==> src/rtl/excl_pkg.sv <==
package excl_pkg;

  typedef enum logic [1:0] {
    RESP_OKAY   = 2'b00,
    RESP_EXOKAY = 2'b01
  } resp_e;

  typedef enum logic [1:0] {
    OP_RD_NORM = 2'd0,
    OP_RD_EXCL = 2'd1,
    OP_WR_NORM = 2'd2,
    OP_WR_EXCL = 2'd3
  } op_e;

  // Decode direction and lock flag into one operation class.
  function automatic op_e classify(input logic is_write, input logic is_excl);
    op_e op;
    case ({is_write, is_excl})
      2'b00:   op = OP_RD_NORM;
      2'b01:   op = OP_RD_EXCL;
      2'b10:   op = OP_WR_NORM;
      default: op = OP_WR_EXCL;
    endcase
    return op;
  endfunction

  // Response code chosen from the operation and the requester's own slot match.
  function automatic resp_e resp_for(input op_e op, input logic own_hit);
    resp_e r;
    case (op)
      OP_RD_EXCL: r = RESP_EXOKAY;
      OP_WR_EXCL: r = own_hit ? RESP_EXOKAY : RESP_OKAY;
      default:    r = RESP_OKAY;
    endcase
    return r;
  endfunction

  // Whether storage may change for this operation.
  function automatic logic permit_for(input op_e op, input logic own_hit);
    logic p;
    case (op)
      OP_WR_NORM: p = 1'b1;
      OP_WR_EXCL: p = own_hit;
      default:    p = 1'b0;
    endcase
    return p;
  endfunction

  // A write that reaches storage releases every slot on its address.
  function automatic logic releases(input op_e op, input logic own_hit);
    return permit_for(op, own_hit);
  endfunction

endpackage

==> src/rtl/excl_table.sv <==
module excl_table #(
  parameter int ID_WIDTH   = 2,
  parameter int ADDR_WIDTH = 16,
  localparam int DEPTH     = 1 << ID_WIDTH
) (
  input  logic                        clk,
  input  logic                        rst_n,
  input  logic [DEPTH-1:0]            set_vec,
  input  logic [ADDR_WIDTH-1:0]       set_addr,
  input  logic [DEPTH-1:0]            clr_vec,
  output logic [DEPTH-1:0]            valid_vec,
  output logic [DEPTH*ADDR_WIDTH-1:0] addr_flat
);

  for (genvar g = 0; g < DEPTH; g++) begin : g_slot
    logic                  vld_q;
    logic [ADDR_WIDTH-1:0] adr_q;

    always_ff @(posedge clk) begin
      if (!rst_n) begin
        vld_q <= 1'b0;
      end else if (set_vec[g]) begin
        vld_q <= 1'b1;
      end else if (clr_vec[g]) begin
        vld_q <= 1'b0;
      end
    end

    always_ff @(posedge clk) begin
      if (!rst_n) begin
        adr_q <= '0;
      end else if (set_vec[g]) begin
        adr_q <= set_addr;
      end
    end

    assign valid_vec[g] = vld_q;
    assign addr_flat[g*ADDR_WIDTH +: ADDR_WIDTH] = adr_q;
  end

endmodule

==> src/rtl/excl_match.sv <==
module excl_match #(
  parameter int ID_WIDTH   = 2,
  parameter int ADDR_WIDTH = 16,
  localparam int DEPTH     = 1 << ID_WIDTH
) (
  input  logic [DEPTH-1:0]            valid_vec,
  input  logic [DEPTH*ADDR_WIDTH-1:0] addr_flat,
  input  logic [ADDR_WIDTH-1:0]       look_addr,
  input  logic [ID_WIDTH-1:0]         look_id,
  output logic [DEPTH-1:0]            addr_hit_vec,
  output logic                        own_hit
);

  logic [DEPTH-1:0] id_sel;

  for (genvar g = 0; g < DEPTH; g++) begin : g_cmp
    assign addr_hit_vec[g] = valid_vec[g] &&
                             (addr_flat[g*ADDR_WIDTH +: ADDR_WIDTH] == look_addr);
    assign id_sel[g] = (look_id == ID_WIDTH'(g));
  end

  assign own_hit = |(addr_hit_vec & id_sel);

endmodule

==> src/rtl/excl_resp.sv <==
module excl_resp
  import excl_pkg::*;
(
  input  logic       clk,
  input  logic       rst_n,
  input  logic       txn_valid,
  input  op_e        op,
  input  logic       own_hit,
  output logic       resp_valid,
  output logic [1:0] resp_code,
  output logic       write_permit
);

  always_ff @(posedge clk) begin
    if (!rst_n) begin
      resp_valid   <= 1'b0;
      resp_code    <= RESP_OKAY;
      write_permit <= 1'b0;
    end else begin
      resp_valid <= txn_valid;
      if (txn_valid) begin
        resp_code    <= resp_for(op, own_hit);
        write_permit <= permit_for(op, own_hit);
      end else begin
        resp_code    <= RESP_OKAY;
        write_permit <= 1'b0;
      end
    end
  end

endmodule

==> src/rtl/excl_monitor.sv <==
module excl_monitor
  import excl_pkg::*;
#(
  parameter int ID_WIDTH   = 2,
  parameter int ADDR_WIDTH = 16
) (
  input  logic                  clk,
  input  logic                  rst_n,
  input  logic                  txn_valid,
  input  logic [ID_WIDTH-1:0]   txn_id,
  input  logic [ADDR_WIDTH-1:0] txn_addr,
  input  logic                  txn_write,
  input  logic                  txn_excl,
  output logic                  resp_valid,
  output logic [1:0]            resp_code,
  output logic                  write_permit
);

  localparam int DEPTH = 1 << ID_WIDTH;

  op_e                        op;
  logic [DEPTH-1:0]           valid_vec;
  logic [DEPTH*ADDR_WIDTH-1:0] addr_flat;
  logic [DEPTH-1:0]           addr_hit_vec;
  logic                       own_hit;
  logic [DEPTH-1:0]           id_onehot;

  // Named internal events, observed by the checker.
  logic                       ev_reserve;
  logic                       ev_release;
  logic                       ev_excl_fail;
  logic [DEPTH-1:0]           set_vec;
  logic [DEPTH-1:0]           clr_vec;

  assign op = classify(txn_write, txn_excl);

  for (genvar g = 0; g < DEPTH; g++) begin : g_dec
    assign id_onehot[g] = (txn_id == ID_WIDTH'(g));
  end

  assign ev_reserve   = txn_valid && (op == OP_RD_EXCL);
  assign ev_release   = txn_valid && releases(op, own_hit);
  assign ev_excl_fail = txn_valid && (op == OP_WR_EXCL) && !own_hit;
  assign set_vec      = ev_reserve ? id_onehot : '0;
  assign clr_vec      = ev_release ? addr_hit_vec : '0;

  excl_match #(
    .ID_WIDTH  (ID_WIDTH),
    .ADDR_WIDTH(ADDR_WIDTH)
  ) i_match (
    .valid_vec   (valid_vec),
    .addr_flat   (addr_flat),
    .look_addr   (txn_addr),
    .look_id     (txn_id),
    .addr_hit_vec(addr_hit_vec),
    .own_hit     (own_hit)
  );

  excl_table #(
    .ID_WIDTH  (ID_WIDTH),
    .ADDR_WIDTH(ADDR_WIDTH)
  ) i_table (
    .clk      (clk),
    .rst_n    (rst_n),
    .set_vec  (set_vec),
    .set_addr (txn_addr),
    .clr_vec  (clr_vec),
    .valid_vec(valid_vec),
    .addr_flat(addr_flat)
  );

  excl_resp i_resp (
    .clk         (clk),
    .rst_n       (rst_n),
    .txn_valid   (txn_valid),
    .op          (op),
    .own_hit     (own_hit),
    .resp_valid  (resp_valid),
    .resp_code   (resp_code),
    .write_permit(write_permit)
  );

endmodule

==> config.mk <==
export PLATFORM = sky130hd
export DESIGN_NAME = excl_monitor
export DESIGN_NICKNAME = d
export VERILOG_FILES = /design/src/rtl/excl_pkg.sv /design/src/rtl/excl_table.sv /design/src/rtl/excl_match.sv /design/src/rtl/excl_resp.sv /design/src/rtl/excl_monitor.sv
export SDC_FILE = /design/constraint.sdc
export NUM_CORES = 1
export LEC_CHECK = 0
export BUFFER_PORTS_ARGS = -buffer_cell sky130_fd_sc_hd__buf_2
export CAP_MARGIN = 20
export CORE_ASPECT_RATIO = 1.5
export CORE_MARGIN = 2
export CORE_UTILIZATION = 54
export DETAILED_ROUTE_END_ITERATION = 6
export GPL_TIMING_DRIVEN = 0
export PLACE_DENSITY = 0.76
export SLEW_MARGIN = 0
export SYNTH_ARGS = -nofsm -noshare
export SYNTH_HDL_FRONTEND = slang
export SYNTH_SLANG_ARGS = --single-unit
==> constraint.sdc <==
create_clock -name clk -period 1.8 [get_ports clk]
set_input_delay 0.36 -clock clk [delete_from_list [all_inputs] [get_ports clk]]
set_output_delay 0.36 -clock clk [all_outputs]
set_load 0.05 [all_outputs]
== After elaboration in Yosys (flattened, before gate mapping) ==
Cells that the tools add are included.
Widths: inputs -> output; s select.
Storage, ports and cells
  bits in read-only memories: 0
  output and inout bits: 4
  memories kept: 0
  bits in latches: 0
  memory bits (writable): 0
  input bits: 23
  register bits after elaboration: 72
  logic and storage cells: 52
Cells by class
  bitwise operators: 1
  multiplexer cells: 14
  shift-type cells: 0
  equality and inequality tests: 12
  add/subtract/negate cells: 0
  order comparisons: 0
  multipliers: 0
  reductions and logical operators: 14
  div/mod/pow operators: 0
Operators by type and width (number)
  $eq 16x16->1: 4
  $eq 2x2->1 const B: 5
  $mux 1: 9
  $mux 4: 2
  $reduce_bool 2->1: 4
  $eq 2x1->1 const B: 3
  $logic_and 1x1->1: 6
  $pmux 2 s3: 1
  $and 4x4->4: 1
  $logic_not 2->1: 2
  $pmux 2 s2: 1
  $reduce_or 4->1: 1
  $pmux 1 s2: 1
  $reduce_and 2->1: 1

== Depth between registers and ports, before layout ==
  word-level depth: 9
  mapped depth: 8
  depth with buffers taken out: 7

== Hierarchy ==
Synthesis repeated with hierarchy kept, for this count alone.
Unflattened totals
  cells, all modules: 361
  area, all modules: 3773.6 um^2
By module, submodules not included
  excl_table: cells each 223, times used 1, sequential area each 1361.3 um^2, area each 2650.0 um^2
  excl_match: cells each 113, times used 1, sequential area each 0.0 um^2, area each 917.1 um^2
  excl_monitor: cells each 14, times used 1, sequential area each 0.0 um^2, area each 103.8 um^2
  excl_resp: cells each 11, times used 1, sequential area each 60.1 um^2, area each 102.6 um^2

== Least setup slack after synthesis ==
Ideal clock, no wire load.
  kind: input-to-reg
  from: in txn_addr[8]
  to: reg i_table.g_slot[1].vld_q
  setup time: 130 ps
  data required time: 1670 ps
  slack: 5 ps
  path buffers: 1
  cell stages on the path: 8
  data arrival time: 1665 ps
  cells stage by stage: buf_2 > xor2_1 > nor4_1 > and3_1 > a41oi_1 > o22a_1 > o21ba_4 > a31oi_1
On the way
  longest elaborated chain between the ends: 8
  elaborated cells between the ends (all ways): 14
  those cells by class: eq/ne (4); mux (2); bitwise (1); reduce/logical (7)
Ends and longest elaborated chain
  from (decl): RTL line excl_monitor.sv:11  | input logic [ADDR_WIDTH-1:0] txn_addr,
  $eq 16x16->1: RTL line excl_match.sv:18  | (addr_flat[g*ADDR_WIDTH +: ADDR_WIDTH] == look_addr);
  $logic_and 1x1->1: RTL line excl_match.sv:17  | assign addr_hit_vec[g] = valid_vec[g] &&
  $and 4x4->4: RTL line excl_match.sv:22  | assign own_hit = |(addr_hit_vec & id_sel);
  $reduce_or 4->1: RTL line excl_match.sv:22
  $pmux 1 s2: RTL line excl_pkg.sv:41  | case (op)
  $logic_and 1x1->1: RTL line excl_monitor.sv:42  | assign ev_release = txn_valid && releases(op, own_hit);
  $mux 4 *: RTL line excl_monitor.sv:45  | assign clr_vec = ev_release ? addr_hit_vec : '0;
  $reduce_bool 2->1 (no line) *
  to (signal assigned): RTL line excl_table.sv:21  | vld_q <= 1'b0;
  to (signal assigned): RTL line excl_table.sv:23  | vld_q <= 1'b1;
  to (signal assigned): RTL line excl_table.sv:25  | vld_q <= 1'b0;
  to (decl): RTL line excl_table.sv:16  | logic vld_q;
Every way passes the cells marked *; elsewhere a longest branch is shown, timed or not.
A chain may end at the register's enable or synchronous reset.

== Worst setup path after layout ==
  from: reg i_table.g_slot[1].adr_q[11]
  to: reg i_table.g_slot[1].vld_q
On the way
  longest elaborated chain between the ends: 8
Ends and longest elaborated chain
  from (decl): RTL line excl_table.sv:17  | logic [ADDR_WIDTH-1:0] adr_q;
  from (signal assigned): RTL line excl_table.sv:33  | adr_q <= set_addr;
  $eq 16x16->1 *: RTL line excl_match.sv:18
  $logic_and 1x1->1 *: RTL line excl_match.sv:17
  $and 4x4->4: RTL line excl_match.sv:22
  $reduce_or 4->1: RTL line excl_match.sv:22
  $pmux 1 s2: RTL line excl_pkg.sv:41
  $logic_and 1x1->1: RTL line excl_monitor.sv:42
  $mux 4 *: RTL line excl_monitor.sv:45
  $reduce_bool 2->1 (no line) *
Marks and branches as above.

==> impl_metrics.yaml <==
status:
  status: "finished, violations left"
  violations: "negative setup slack"
clocking:
  cts_tree: "done"
  htreeDepth: 3
  hold_buffers: 0
  cts_num_sinks: 71
  clk_path_buf_depth: 2
  numCtsBuffers: 9
  clk_latency_ps: 360
  cts-root-buf: "clkbuf_8"
  clkTransAtPathRegs_ps: 70
min_path:
  hold_class: "input port to flip-flop"
layout:
  drive_gt1_frac: 0.141
  area_delta_synth_final_pct: 10.9
  antenna_cells: 0
  fill_cells: 559
  final-instance-count-excl-fill: 531
  design_area_mm2: 0.00392
  finish.net_count: 473
die:
  die_area_mm2: 0.00721
  die_y_um: 103
  coreArea_mm2: 0.00640
  ios: 27
  rows: 36
  initial_core_util: 0.552
  die_x_um: 70.0
synth:
  async_flop_share: 0
  synth_area_mm2: 0.00353
  ys_top_cells_by_area: "dfxtp_1 40%, nand2_1 14%, a21boi_0 14%"
  synth_flop_cell: "dfxtp_1"
  synth_edf_count: 0
  synth-warning-count: 0
  syn_nets: 451
  synth.avg_cell_area_um2: 8.25
  post-synth-top-area-fraction: 0.403
  yosys.area.top_type: "dfxtp_1"
  ys_ff_latch: 71
  synth_cells: 428
  netlist-cell-type-count: 34
  seq_area_frac_synth: 0.403
sta:
  min_period_over_period: 1.05
  finalHoldViolations: 0
  grt_setup_unrepaired: "true"
  slew_headroom: 0.652
  timing.final.ws_setup_ps: -94.8
  fmax_ghz: 0.528
  setup_violations: 5
  timing.hold.ws_ps: 295
  finClkSkew_ps: 6.94
  final_max_slew_viol_count: 0
  tightest_slew_ps: 517
  finalCriticalPeriod_ps: 1890
global_routing:
  grt_overflow: 0
  gr-usage-met2: 0.437
  grt_max_degree: 12
  use_met1: 0.283
  antenna_found_initial: 0
  grt_pass1_vias: 2876
  grt_pass1_wl_um: 14000
  grt.total_usage: 0.256
  use_met3: 0.0283
  top_usage_layer: "met2"
critical_path:
  path_class: "flip-flop to flip-flop"
  worstSetupEndpointType: "flip-flop"
  crit_path_start_kind: "flip-flop"
  worstPathArrival_ps: 2120
  cp_max_fo: 3
  worstPathRequired_ps: 2020
placement:
  io_buffers: 9
  gp_congestion: 0.869
  dp_cells: 513
  post-place-ws_ps: -344
  place_area_mm2: 0.00367
  hpwl_um: 5950
pwr:
  power_density_mw_per_mm2: 806
  power_w: 0.00316
  peakVddDrop_v: 0.000477
  power_leakage_nw: 1.30
route:
  postRouteAntennaNets: 0
  vias_per_cell: 5.56
  vias: 2955
  drt-total-wl_um: 8620
  dr.pass1.iters: 4
  dr.first_iter.drc_count: 196
  drc: 0
  wl_per_cell_um: 16.2
job:
  maxCapViolations: 0
[per-stage QoR]
step | utilization | TNS, ps
after floorplan | - | 0
after global placement | 0.574 | -8300
after detailed placement | 0.574 | -9190
after CTS | 0.607 | -33.1
after global routing | 0.612 | -470
final | 0.612 | -250
[what timing repair did]
| action | CTS | global route |
|---|---|---|
| resized for setup | 2 | 10 |
| buffers inserted | 1 | 1 |
| pin swaps | 5 | 5 |
| endpoints found under the setup margin | 3 | 24 |
[report_power, final]
group	switching, W	internal, W	total, W
Clock	0.000576	0.000644	0.00122
Sequential	0.0000130	0.00159	0.00161
Combinational	0.000201	0.000129	0.000330
Total	0.000790	0.00237	0.00316
[cell families after synthesis]
group                  synth area share
buffers and inverters            0.0518
multiplexers                    0.00603
AO/OA/AOI/OAI                     0.165
flip-flops                        0.403
other                           0.00106
XOR/XNOR                          0.159
AND/OR/NAND/NOR                   0.214
[critical path, cell delays in order (launching register included)]
cell     delay [ps]
dfxtp_2         330
xor2_1          140
nor4_1          330
and3_1          260
a41oi_2         120
o22a_1          260
o21ba_4         260
a31oi_1          70
[layout make-up]
| cell class | instances | area [um2] | area share |
|---|---|---|---|
| Buffer | 37 | 184 | 0.0470 |
| Clock buffer | 13 | 179 | 0.0457 |
| Clock inverter | 3 | 15.0 | 0.00384 |
| Multi-Input combinational cell | 320 | 1960 | 0.500 |
| Sequential cell | 71 | 1420 | 0.364 |
| Tap cell | 76 | 95.1 | 0.0243 |
| Timing Repair Buffer | 11 | 60.1 | 0.0153 |
[layer usage]
layer	routed length, um	share of wire
met5	0	0
met4	615	0.071
met3	454	0.053
met2	4180	0.48
met1	3380	0.39
[path summary, 6_finish.rpt]
kind | startpoint | to | slack, ps | depth (start not counted)
setup reg to reg | i_table.g_slot[1].adr_q[11]$_SDFFE_PN0P_ | i_table.g_slot[1].vld_q$_SDFFE_PN0P_ | -90 | 7
setup / recovery | i_table.g_slot[1].adr_q[11]$_SDFFE_PN0P_ | i_table.g_slot[1].vld_q$_SDFFE_PN0P_ | -90 | 7
hold / removal | txn_valid | i_resp.resp_valid$_SDFF_PN0_ | 290 | 2
hold reg to reg | i_table.g_slot[0].adr_q[15]$_SDFFE_PN0P_ | i_table.g_slot[0].adr_q[15]$_SDFFE_PN0P_ | 470 | 2
[Yosys cell counts, types with 4 or more instances]
master,instances
nand2_1,132
dfxtp_1,71
a21boi_0,64
xnor2_1,53
buf_2,20
clkbuf_1,14
nand4_1,12
xor2_1,11
nand3_1,6
o21ai_0,6
and3_1,4
nor2_1,4
nor4_1,4
[registers in the layout (all words and copies together) (netlist names)]
name,count
i_table.g_slot.adr_q,64
i_resp.write_permit,1
i_table.g_slot.vld_q,4
i_resp.resp_valid,1
i_resp.resp_code,1
[cells in the final DEF (no fill, tap or decap), types with 6 or more instances in the layout]
master / synthesis / final
a21boi_0: 64 / 63
xnor2_1: 53 / 53
nand3_1: 6 / 6
dfxtp_1: 71 / 69
buf_2: 20 / 29
nand2_1: 132 / 132
clkbuf_1: 14 / 13
xor2_1: 11 / 11
nand4_1: 12 / 12
clkbuf_8: 0 / 13
Note: power is estimated with default switching activity, not from simulation.
